--- src/rtl/lsu_pkg.sv ---
package lsu_pkg;
  localparam int LANE_N = 4;
  localparam int WORD_W = 8 * LANE_N;

  typedef enum logic [1:0] {
    SZ_BYTE = 2'd0,
    SZ_HALF = 2'd1,
    SZ_WORD = 2'd2,
    SZ_SPARE = 2'd3
  } acc_size_e;

  // Lane mask, big-endian: bit 3 covers bits 31..24 (offset 0).
  function automatic logic [LANE_N-1:0] lane_mask(acc_size_e sz, logic [1:0] off);
    case (sz)
      SZ_BYTE: lane_mask = 4'b1000 >> off;
      SZ_HALF: lane_mask = off[1] ? 4'b0011 : 4'b1100;
      default: lane_mask = 4'b1111;
    endcase
  endfunction

  function automatic logic is_misaligned(acc_size_e sz, logic [1:0] off);
    case (sz)
      SZ_BYTE: is_misaligned = 1'b0;
      SZ_HALF: is_misaligned = off[0];
      default: is_misaligned = |off;
    endcase
  endfunction

  function automatic logic [WORD_W-1:0] replicate(acc_size_e sz, logic [WORD_W-1:0] d);
    case (sz)
      SZ_BYTE: replicate = {LANE_N{d[7:0]}};
      SZ_HALF: replicate = {(LANE_N/2){d[15:0]}};
      default: replicate = d;
    endcase
  endfunction

  // Shift the addressed item to the top of the word, then extend.
  function automatic logic [WORD_W-1:0] extract(acc_size_e sz, logic uns, logic [1:0] off,
                                                 logic [WORD_W-1:0] w);
    logic [WORD_W-1:0] top;
    top = w << {off, 3'b000};
    case (sz)
      SZ_BYTE: extract = {{(WORD_W-8){top[WORD_W-1] & ~uns}}, top[WORD_W-1 -: 8]};
      SZ_HALF: extract = {{(WORD_W-16){top[WORD_W-1] & ~uns}}, top[WORD_W-1 -: 16]};
      default: extract = w;
    endcase
  endfunction
endpackage

--- src/rtl/lsu_addr_gen.sv ---
module lsu_addr_gen
  import lsu_pkg::*;
#(
  parameter int ADDR_W = 32,
  parameter int DISP_W = 16
) (
  input  logic              clk,
  input  logic              rst_n,
  input  logic              req_valid,
  input  acc_size_e         req_size,
  input  logic [ADDR_W-1:0] base,
  input  logic [DISP_W-1:0] disp,
  output logic [ADDR_W-1:0] eff_addr,
  output logic              misalign
);
  localparam int EXT_W = ADDR_W - DISP_W;

  logic [ADDR_W-1:0] disp_ext;
  assign disp_ext = {{EXT_W{disp[DISP_W-1]}}, disp};
  assign eff_addr = base + disp_ext;
  assign misalign = req_valid & is_misaligned(req_size, eff_addr[1:0]);

  AST_BYTE_NEVER_MISALIGNED: assert property (@(posedge clk) disable iff (!rst_n)
    (req_size == SZ_BYTE) |-> !misalign);
  AST_IDLE_NO_FLAG: assert property (@(posedge clk) disable iff (!rst_n)
    !req_valid |-> !misalign);
endmodule

--- src/rtl/lsu_store_steer.sv ---
module lsu_store_steer
  import lsu_pkg::*;
(
  input  logic              clk,
  input  logic              rst_n,
  input  logic              wr_go,
  input  acc_size_e         req_size,
  input  logic [1:0]        off,
  input  logic [WORD_W-1:0] store_data,
  output logic [LANE_N-1:0] byte_en,
  output logic [WORD_W-1:0] wdata
);
  logic [LANE_N-1:0] mask;
  logic [WORD_W-1:0] rep;

  assign mask = lane_mask(req_size, off);
  assign rep  = replicate(req_size, store_data);

  for (genvar i = 0; i < LANE_N; i++) begin : g_lane
    assign byte_en[i]           = wr_go & mask[i];
    assign wdata[8*i+7 -: 8]    = rep[8*i+7 -: 8];
  end

  AST_BE_IDLE_ZERO: assert property (@(posedge clk) disable iff (!rst_n)
    !wr_go |-> (byte_en == '0));
  AST_BYTE_ONEHOT: assert property (@(posedge clk) disable iff (!rst_n)
    (wr_go && req_size == SZ_BYTE) |-> $onehot(byte_en));
  AST_HALF_PAIR: assert property (@(posedge clk) disable iff (!rst_n)
    (wr_go && req_size == SZ_HALF) |-> ($countones(byte_en) == 2));
endmodule

--- src/rtl/lsu_load_extract.sv ---
module lsu_load_extract
  import lsu_pkg::*;
(
  input  logic              clk,
  input  logic              rst_n,
  input  logic              rd_go,
  input  acc_size_e         req_size,
  input  logic              req_unsigned,
  input  logic [1:0]        off,
  input  logic [WORD_W-1:0] mem_rdata,
  output logic              ld_valid,
  output logic [WORD_W-1:0] ld_data
);
  acc_size_e  sz_q;
  logic       uns_q;
  logic [1:0] off_q;

  always_ff @(posedge clk or negedge rst_n) begin
    if (!rst_n) begin
      ld_valid <= 1'b0;
      sz_q     <= SZ_WORD;
      uns_q    <= 1'b0;
      off_q    <= 2'b00;
    end else begin
      ld_valid <= rd_go;
      if (rd_go) begin
        sz_q  <= req_size;
        uns_q <= req_unsigned;
        off_q <= off;
      end
    end
  end

  assign ld_data = extract(sz_q, uns_q, off_q, mem_rdata);

  AST_LOAD_ANSWERED: assert property (@(posedge clk) disable iff (!rst_n)
    rd_go |=> ld_valid);
  AST_NO_SPURIOUS_RESULT: assert property (@(posedge clk) disable iff (!rst_n)
    !rd_go |=> !ld_valid);
  AST_ZERO_FILL_BYTE: assert property (@(posedge clk) disable iff (!rst_n)
    (ld_valid && uns_q && sz_q == SZ_BYTE) |-> (ld_data[WORD_W-1:8] == '0));
  AST_ZERO_FILL_HALF: assert property (@(posedge clk) disable iff (!rst_n)
    (ld_valid && uns_q && sz_q == SZ_HALF) |-> (ld_data[WORD_W-1:16] == '0));
endmodule

--- src/rtl/lsu_align_unit.sv ---
module lsu_align_unit
  import lsu_pkg::*;
#(
  parameter int ADDR_W = 32,
  parameter int DISP_W = 16
) (
  input  logic              clk,
  input  logic              rst_n,
  input  logic              req_valid,
  input  logic              req_store,
  input  logic [1:0]        req_size,
  input  logic              req_unsigned,
  input  logic [ADDR_W-1:0] base,
  input  logic [DISP_W-1:0] disp,
  input  logic [WORD_W-1:0] store_data,
  input  logic [WORD_W-1:0] mem_rdata,
  output logic [ADDR_W-1:0] mem_addr,
  output logic              mem_rd_en,
  output logic              mem_wr_en,
  output logic [LANE_N-1:0] mem_byte_en,
  output logic [WORD_W-1:0] mem_wdata,
  output logic              misalign,
  output logic              ld_valid,
  output logic [WORD_W-1:0] ld_data
);
  acc_size_e sz;
  logic      wr_go;
  logic      rd_go;

  assign sz = acc_size_e'(req_size);

  lsu_addr_gen #(.ADDR_W(ADDR_W), .DISP_W(DISP_W)) u_addr (
    .clk(clk), .rst_n(rst_n), .req_valid(req_valid), .req_size(sz),
    .base(base), .disp(disp), .eff_addr(mem_addr), .misalign(misalign)
  );

  assign wr_go = req_valid & req_store & ~misalign;
  assign rd_go = req_valid & ~req_store & ~misalign;
  assign mem_wr_en = wr_go;
  assign mem_rd_en = rd_go;

  lsu_store_steer u_store (
    .clk(clk), .rst_n(rst_n), .wr_go(wr_go), .req_size(sz), .off(mem_addr[1:0]),
    .store_data(store_data), .byte_en(mem_byte_en), .wdata(mem_wdata)
  );

  lsu_load_extract u_load (
    .clk(clk), .rst_n(rst_n), .rd_go(rd_go), .req_size(sz), .req_unsigned(req_unsigned),
    .off(mem_addr[1:0]), .mem_rdata(mem_rdata), .ld_valid(ld_valid), .ld_data(ld_data)
  );

  AST_RD_WR_EXCLUSIVE: assert property (@(posedge clk) disable iff (!rst_n)
    !(mem_rd_en && mem_wr_en));
  AST_MISALIGN_BLOCKS: assert property (@(posedge clk) disable iff (!rst_n)
    misalign |-> (!mem_rd_en && !mem_wr_en && mem_byte_en == '0));
endmodule

--- config.mk ---
export PLATFORM = sky130hd
export DESIGN_NAME = lsu_align_unit
export DESIGN_NICKNAME = d
export VERILOG_FILES = /design/src/rtl/lsu_pkg.sv /design/src/rtl/lsu_addr_gen.sv /design/src/rtl/lsu_store_steer.sv /design/src/rtl/lsu_load_extract.sv /design/src/rtl/lsu_align_unit.sv
export SDC_FILE = /design/constraint.sdc
export NUM_CORES = 1
export LEC_CHECK = 0
export ABC_CLOCK_PERIOD_IN_PS = 2600
export BUFFER_PORTS_ARGS = -buffer_cell sky130_fd_sc_hd__buf_2
export CAP_MARGIN = 5
export CELL_PAD_IN_SITES_DETAIL_PLACEMENT = 1
export CELL_PAD_IN_SITES_GLOBAL_PLACEMENT = 2
export CORE_MARGIN = 2
export CORE_UTILIZATION = 19
export DETAILED_ROUTE_END_ITERATION = 8
export PLACE_DENSITY = 0.81
export SETUP_SLACK_MARGIN = 0.5
export SLEW_MARGIN = 40
export SYNTH_ARGS = -nofsm -noshare
export SYNTH_HDL_FRONTEND = slang
export SYNTH_SLANG_ARGS = --single-unit
--- constraint.sdc ---
create_clock -name clk -period 2.6 [get_ports clk]
set_input_delay 0.39 -clock clk [delete_from_list [all_inputs] [get_ports clk]]
set_output_delay 0.39 -clock clk [all_outputs]
set_load 0.03 [all_outputs]
==> results of run 1 <==
[critical path: cells and delay by family]
family	cells	cell delay [ps]
compound gates	5	1130
fa+ha+maj	2	510
buf+inv	3	250
xor+xnor	1	180
simple gates	1	140
[cells in the mapped netlist (3+ instances only)]
| cell | count |
|---|---|
| sky130_fd_sc_hd__a211oi_1 | 3 |
| sky130_fd_sc_hd__a21o_1 | 17 |
| sky130_fd_sc_hd__a21oi_1 | 43 |
| sky130_fd_sc_hd__a221o_1 | 9 |
| sky130_fd_sc_hd__and3_1 | 5 |
| sky130_fd_sc_hd__buf_2 | 3 |
| sky130_fd_sc_hd__buf_4 | 8 |
| sky130_fd_sc_hd__clkbuf_1 | 13 |
| sky130_fd_sc_hd__dfrtp_1 | 5 |
| sky130_fd_sc_hd__ha_1 | 31 |
| sky130_fd_sc_hd__inv_1 | 13 |
| sky130_fd_sc_hd__mux2_2 | 16 |
| sky130_fd_sc_hd__mux2i_1 | 16 |
| sky130_fd_sc_hd__mux4_2 | 8 |
| sky130_fd_sc_hd__nand2_1 | 84 |
| sky130_fd_sc_hd__nand3_1 | 5 |
| sky130_fd_sc_hd__nand4_1 | 3 |
| sky130_fd_sc_hd__nor2_1 | 30 |
| sky130_fd_sc_hd__nor2b_1 | 4 |
| sky130_fd_sc_hd__nor3_1 | 4 |
| sky130_fd_sc_hd__nor4_1 | 4 |
| sky130_fd_sc_hd__o21a_1 | 6 |
| sky130_fd_sc_hd__o21ai_0 | 33 |
| sky130_fd_sc_hd__o21ai_2 | 4 |
| sky130_fd_sc_hd__o21bai_1 | 3 |
| sky130_fd_sc_hd__xnor2_1 | 16 |
| sky130_fd_sc_hd__xor2_1 | 14 |
[flip-flops by register name, indices dropped and copies added, names as in the netlist]
register	cells
u_load.off_q	2
u_load.sz_q	2
u_load.ld_valid	1
u_load.uns_q	1
[stage by stage]
step	power, mW	instances	hold slack (ps)	util	worst slack [ps]
CTS	3.83	977	405	0.435	-376
finish	4.03	990	408	0.454	-395
detailed placement	2.80	940	220	0.358	-557
floorplan	1.94	431	94.4	-	-317
global placement	2.76	940	217	0.358	-522
global route	4.23	989	446	0.454	-474
[per-layer routing]
metal  vias up  share of wire
li1       2254              -
met1      2308           0.39
met2       193           0.53
met3        30          0.058
met4         0          0.022
met5         -              0
[how the worst max path moves through the flow]
| stage | start | slack (ps) | end | depth (start not counted) |
|---|---|---|---|---|
| floorplan | base[0] | -320 | mem_addr[28] | 10 |
| global placement | base[0] | -520 | mem_addr[28] | 12 |
| detailed placement | base[0] | -560 | mem_addr[30] | 13 |
| CTS | disp[0] | -380 | mem_addr[30] | 13 |
| global route | disp[0] | -470 | mem_addr[28] | 12 |
| finish | disp[0] | -400 | mem_addr[28] | 12 |
[cell families (layout without fill, tap and decap cells)]
family | Yosys count | after routing | synth area share
mux | 40 | 40 | 0.167
fa+ha+maj | 32 | 32 | 0.131
buf+inv | 38 | 378 | 0.0566
other cells | 0 | 2 | 0
compound gates | 140 | 140 | 0.312
xor+xnor | 30 | 30 | 0.0844
simple gates | 145 | 146 | 0.200
flops | 6 | 6 | 0.0486
[power by group through the flow]
stage                     Sequential, mW  Combinational (mW)  Clock, mW
final                              0.173                3.60      0.256
after global placement             0.151                2.61          0
after detailed placement           0.153                2.65          0
after floorplan                    0.125                1.81          0
after global routing               0.177                3.79      0.264
after CTS                          0.166                3.41      0.261
[what timing repair did]
item / in CTS / in global routing
hold buffers: 1 / 0
setup buffers: 31 / 11
endpoints found under the setup margin: 68 / 68
gates resized for setup: 229 / 49
gates cloned: 1 / 0
pin swaps: 62 / 45
endpoints found under the hold margin: 5 / 0
[layout make-up]
cell class,instances,area [µm²]
clock buffer,4,78.8
sequential,6,153
antenna,2,5.00
inverter,13,55.1
timing repair buffer,361,2750
fill,1876,8700
multi-input combinational,388,3930
tap,216,270
==> metrics.txt, run 1 <==
met1 global-route usage=0.224; total half-perimeter wirelength after legalization and detailed placement=13500 µm; Port Buffers=222; M3 GR Usage=0.0342; Sw Share=0.514; via count of the first global-routing pass=5319; DIE WIDTH=132 µm; per-instance average area after synthesis=7.23 µm²; CTS Sinks=6; Max VDD drop=0.313 mV; Internal Pwr Total=1.96 mW; number of flops mapped to enable cells by yosys=0; startpoint class of the critical path=primary input; wire length of the first global-routing pass=28100 µm; Min Clock Period, post-route=3000 ps; HP Start=req_unsigned; CP peak stage delay=380 ps; I/O pin total=223; Clock Skews=0 ps; number of antenna violations at the first check in global routing=2; CP max-delay cell=sky130_fd_sc_hd__fa_2; area of all placed cells without fillers=7240 µm²; Reg clk slew, reported paths=30 ps; count of antenna-violating nets left after detailed routing=0; Worst EP arrival=2610 ps; synthesis warning total=0; maximum number of pins on one net before global-route repair=25; Fin. Hold Viols=0; combined area of all synthesized cells=3110 µm²; total power divided by cell area=557 nW/µm²; H-tree levels=1; main area contributors after synthesis=sky130_fd_sc_hd__ha_1 12%, sky130_fd_sc_hd__nand2_1 10%, sky130_fd_sc_hd__a21oi_1 6.9%; series of cell instances along the critical path=buf_8 -> ha_4 -> inv_2 -> fa_2 -> nor2b_4 -> o31a_4 -> a41oi_4 -> o31ai_4 -> a211oi_4 -> o41ai_4 -> xor2_2 -> buf_6; Seq/Total Area, Yosys=0.0486; violated checks=negative setup slack; instance count along the most critical hold path=3; worst min-delay path category=in2reg; Iteration-0 DRC Markers=112; library cell with the largest summed area after synthesis=sky130_fd_sc_hd__ha_1; global-route congestion overflow total=0; clock root cell=sky130_fd_sc_hd__clkbuf_16; share of final-layout standard cells stronger than drive strength 1=0.709; run status=finished, violations left; critical path class=in2out; ys flop type=sky130_fd_sc_hd__dfrtp_1; unrepaired setup endpoints after global routing=true; share of async-settable or async-resettable flops after synthesis=1.00; CP endpoint kind=primary output; post-synthesis register bit count=6; Std-Cell Rows=46; GR peak layer=met2; commonest cells after routing, fill and taps aside=148 x sky130_fd_sc_hd__buf_2, 113 x sky130_fd_sc_hd__buf_4, 94 x sky130_fd_sc_hd__buf_6, 62 x sky130_fd_sc_hd__nand2_1, 21 x sky130_fd_sc_hd__nor2_1; drt drc=0; WL final=18300 µm; power share of the clock group=0.063; worst reg2reg setup slack=1470 ps; area of the core region=15900 µm²; leakage power=3.38 nW; part of the power in registers=0.043; layout net count=924; destination of the worst register-to-register timing path=u_load.off_q[0]; net switching component of the power=2.07 mW; Final WS setup=-395 ps; sum of negative setup slack=-5940 ps; r2r startpoint=u_load.off_q[0]; Clock Tree Buf Depth=2; post-detailed-route wirelength per cell=18.5 µm; Register-to-Register Path Depth=6; most common library cell in the layout ignoring fill and taps=sky130_fd_sc_hd__buf_2; routed via count=4785; Final GP Congestion=0.911; max_cap viols=0; met2 track utilization from global routing=0.380; top cell type's share of synthesized area=0.125; area of the die=17400 µm²; part of the total power dissipated in combinational logic=0.893; Cell Area, Placed=5710 µm²; TritonCTS Buffers=3; Gate Count Post-Synth=431; maximum clock frequency=334 MHz; Clock Latency Late Sink=230 ps; Slew Limit Fails=0; Slew Limit Headroom=0.538; nets in the synthesized netlist=582; Vert. Die Dim=132 µm; GRT Resource Usage Total=0.198; Hold Path Sink=u_load.uns_q; count of cell types in the netlist=52; worst-path maximum fanout=2; detail-routed via count per cell=4.83; clock tree from TritonCTS=yes; Synth-to-Final Area Change=132%; effective utilization at floorplan=0.195; total iterations of the first detailed-routing run=4; final count of negative-setup-slack endpoints=23; Period Utilization, post-route=1.15; Req. time, crit path=2210 ps; pin slew with the least headroom to its limit=686 ps
No activity file was read; power rests on OpenSTA's default activity.
==> inputs of run 2 (changes only) <==
- ABC_CLOCK_PERIOD_IN_PS: 2600 -> 3600
- CORE_UTILIZATION: 19 -> 22
- PLACE_DENSITY: 0.81 -> 0.88
- clock period: 2.6 -> 3.6 ns (I/O delays scaled with it)
==> run 2 against run 1 <==
Against the previous run:
- the flow now finishes without violations
- non-clock buffer count decreased by 102
- first-iteration DRC count increased by 12%
- combinational power decreased by 51%
- clock-buffer cell count unchanged
- die area decreased by 13%
- register-to-register slack improved by 920 ps
- sequential share of layout area increased by 0.75 points
- critical path depth increased by 2
- clock power decreased by 27%
- critical endpoint is now mem_addr[30]
- largest cell class unchanged
==> metrics.txt, run 2 (same netlist as run 1, synthesis figures left out) <==
destination of the worst register-to-register timing path=u_load.sz_q[1]; Fin. Hold Viols=0 (unchanged); GRT Resource Usage Total=0.178 (-0.0194); part of the power in registers=0.059 (+0.016); effective utilization at floorplan=0.225 (+0.0299); Max VDD drop=0.173 mV (-45%); worst min-delay path category=in2async; Internal Pwr Total=890 µW (-55%); clock tree from TritonCTS=yes; clock root cell=sky130_fd_sc_hd__clkbuf_16; Final GP Congestion=0.894 (-1.9%); global-route congestion overflow total=0 (unchanged); part of the total power dissipated in combinational logic=0.851 (-0.042); unrepaired setup endpoints after global routing=true; Min Clock Period, post-route=3280 ps; share of final-layout standard cells stronger than drive strength 1=0.541 (-0.167); number of antenna violations at the first check in global routing=0 (-2); sum of negative setup slack=0 ps (+5940 ps); Worst EP arrival=2740 ps (+130 ps); Largest regs=u_load.off_q (2), u_load.sz_q (2); I/O pin total=223 (unchanged); crit path capture=mem_addr[30]; leakage power=2.59 nW (-24%); Slew Limit Headroom=0.526 (-0.0113); Req. time, crit path=3060 ps (+850 ps); CTS Sinks=6 (unchanged); post-detailed-route wirelength per cell=17.1 µm (-7.3%); Register-to-Register Path Depth=2 (-4); Period Utilization, post-route=0.910; most common library cell in the layout ignoring fill and taps=sky130_fd_sc_hd__buf_2; CP endpoint kind=primary output; area of the core region=13800 µm² (-13%); Synth-to-Final Area Change=70.3%; Clock Tree Buf Depth=2 (unchanged); count of antenna-violating nets left after detailed routing=0 (unchanged); Antenna diodes=0 (-2); area of the die=15100 µm² (-13%); Std-Cell Rows=43 (-6.5%); Port Buffers=222 (unchanged); net switching component of the power=1.19 mW (-42%); Sw Share=0.573 (+0.0590); maximum number of pins on one net before global-route repair=38 (+52%); layout net count=821 (-11%); Cell Area, Placed=4420 µm² (-23%); Iteration-0 DRC Markers=125 (+12%); run status=complete, no violations; Clock Latency Late Sink=230 ps (about the same); start point of the critical path=disp[0]; Reg clk slew, reported paths=40 ps (about the same); via count of the first global-routing pass=4442 (-16%); total half-perimeter wirelength after legalization and detailed placement=11600 µm (-14%); startpoint class of the critical path=primary input; r2r startpoint=u_load.sz_q[1]; area used by multi-input combinational logic=3280 µm² (-17%); total power divided by cell area=393 nW/µm² (-29%); total iterations of the first detailed-routing run=4 (unchanged); drt drc=0 (unchanged); final count of negative-setup-slack endpoints=0 (-100%); max_cap viols=0 (unchanged); worst-path maximum fanout=3 (+1); pin slew with the least headroom to its limit=709 ps (+22.8 ps); Vert. Die Dim=123 µm (-6.9%); TritonCTS Buffers=3 (unchanged); Slew Limit Fails=0 (unchanged); Clock Skews=0 ps (unchanged); sequential standard cell area=151 µm² (-0.82%); DIE WIDTH=123 µm (-6.9%); H-tree levels=1 (unchanged); critical path class=in2out; total of fill cells in the finished design=1742 (-7.1%); commonest cells after routing, fill and taps aside=198 x sky130_fd_sc_hd__buf_2, 79 x sky130_fd_sc_hd__nand2_1, 41 x sky130_fd_sc_hd__buf_4, 32 x sky130_fd_sc_hd__a21oi_1, 31 x sky130_fd_sc_hd__o21ai_0; maximum clock frequency=305 MHz; wire length of the first global-routing pass=21800 µm (-23%); detail-routed via count per cell=5.07 (+4.8%); area of all placed cells without fillers=5300 µm² (-27%); worst reg2reg setup slack=2390 ps (+920 ps); routed via count=4302 (-10%); power share of the clock group=0.090 (+0.027); WL final=14500 µm (-21%)
[run 2: cell count changes in the layout (fill, tap and decap cells not counted), moves of 10 or more]
cell / before / now
sky130_fd_sc_hd__nand2_2: 17 / 3
sky130_fd_sc_hd__buf_6: 94 / 18
sky130_fd_sc_hd__xnor2_2: 11 / 1
sky130_fd_sc_hd__o21ai_0: 18 / 31
sky130_fd_sc_hd__xnor2_1: 2 / 15
sky130_fd_sc_hd__buf_2: 148 / 198
sky130_fd_sc_hd__nand2_1: 62 / 79
sky130_fd_sc_hd__buf_4: 113 / 41
sky130_fd_sc_hd__a21oi_1: 19 / 32
sky130_fd_sc_hd__a21oi_4: 12 / 2
[run 2: final cells by class]
| cell class | instances | share of cell area |
|---|---|---|
| multi-input combinational | 387 | 0.618 |
| clock buffer | 4 | 0.0149 |
| inverter | 13 | 0.00920 |
| sequential | 6 | 0.0285 |
| tap | 180 | 0.0425 |
| timing repair buffer | 259 | 0.287 |
[run 2: timing repair]
item	CTS	global route
hold buffers	0	0
buffers inserted	14	18
setup endpoints to repair	15	15
cloned	0	0
pin swaps	32	31
gates resized for setup	79	41
[run 2: critical path: stages]
cell	delay, ps
sky130_fd_sc_hd__buf_6	100
sky130_fd_sc_hd__ha_4	160
sky130_fd_sc_hd__inv_2	50
sky130_fd_sc_hd__fa_2	220
sky130_fd_sc_hd__nor2b_4	50
sky130_fd_sc_hd__o31a_4	290
sky130_fd_sc_hd__a41oi_4	280
sky130_fd_sc_hd__buf_6	130
sky130_fd_sc_hd__buf_6	100
sky130_fd_sc_hd__o21ai_4	50
sky130_fd_sc_hd__a21o_1	220
sky130_fd_sc_hd__a211oi_2	210
sky130_fd_sc_hd__xnor2_1	150
sky130_fd_sc_hd__buf_4	180
[run 2: worst min path at each step]
| stage | startpoint | to | cells after the start |
|---|---|---|---|
| floorplan | rst_n | u_load.ld_valid | 0 |
| global placement | rst_n | u_load.ld_valid | 1 |
| detailed placement | rst_n | u_load.ld_valid | 1 |
| CTS | rst_n | u_load.ld_valid | 1 |
| global route | rst_n | u_load.ld_valid | 1 |
| finish | rst_n | u_load.ld_valid | 1 |
[run 2: per-layer routing]
metal / track usage / share of wire / vias up
li1: - / - / 2050
met1: 0.193 / 0.38 / 2042
met2: 0.359 / 0.53 / 174
met3: 0.0185 / 0.067 / 36
met4: 0.0511 / 0.029 / 0
met5: 0 / 0 / -
[run 2: power groups by stage]
| stage | Sequential [mW] | Clock (mW) | Combinational (mW) |
|---|---|---|---|
| 2_1_floorplan | 0.0904 | 0 | 1.15 |
| 3_3_place_gp | 0.123 | 0 | 1.56 |
| 3_5_place_dp | 0.124 | 0 | 1.58 |
| 4_1_cts | 0.123 | 0.191 | 1.70 |
| 5_1_grt | 0.130 | 0.193 | 1.89 |
| 6_report | 0.123 | 0.188 | 1.77 |
[run 2: stage by stage]
step           total power, mW  hold WS, ps  worst slack (ps)   util  cells
3_3_place_gp              1.69          364               140  0.320    813
3_5_place_dp              1.71          371               131  0.320    813
4_1_cts                   2.02          127               324  0.362    831
5_1_grt                   2.21          133               238  0.384    849
6_report                  2.08          122               323  0.384    849
2_1_floorplan             1.24          244               378      -    431
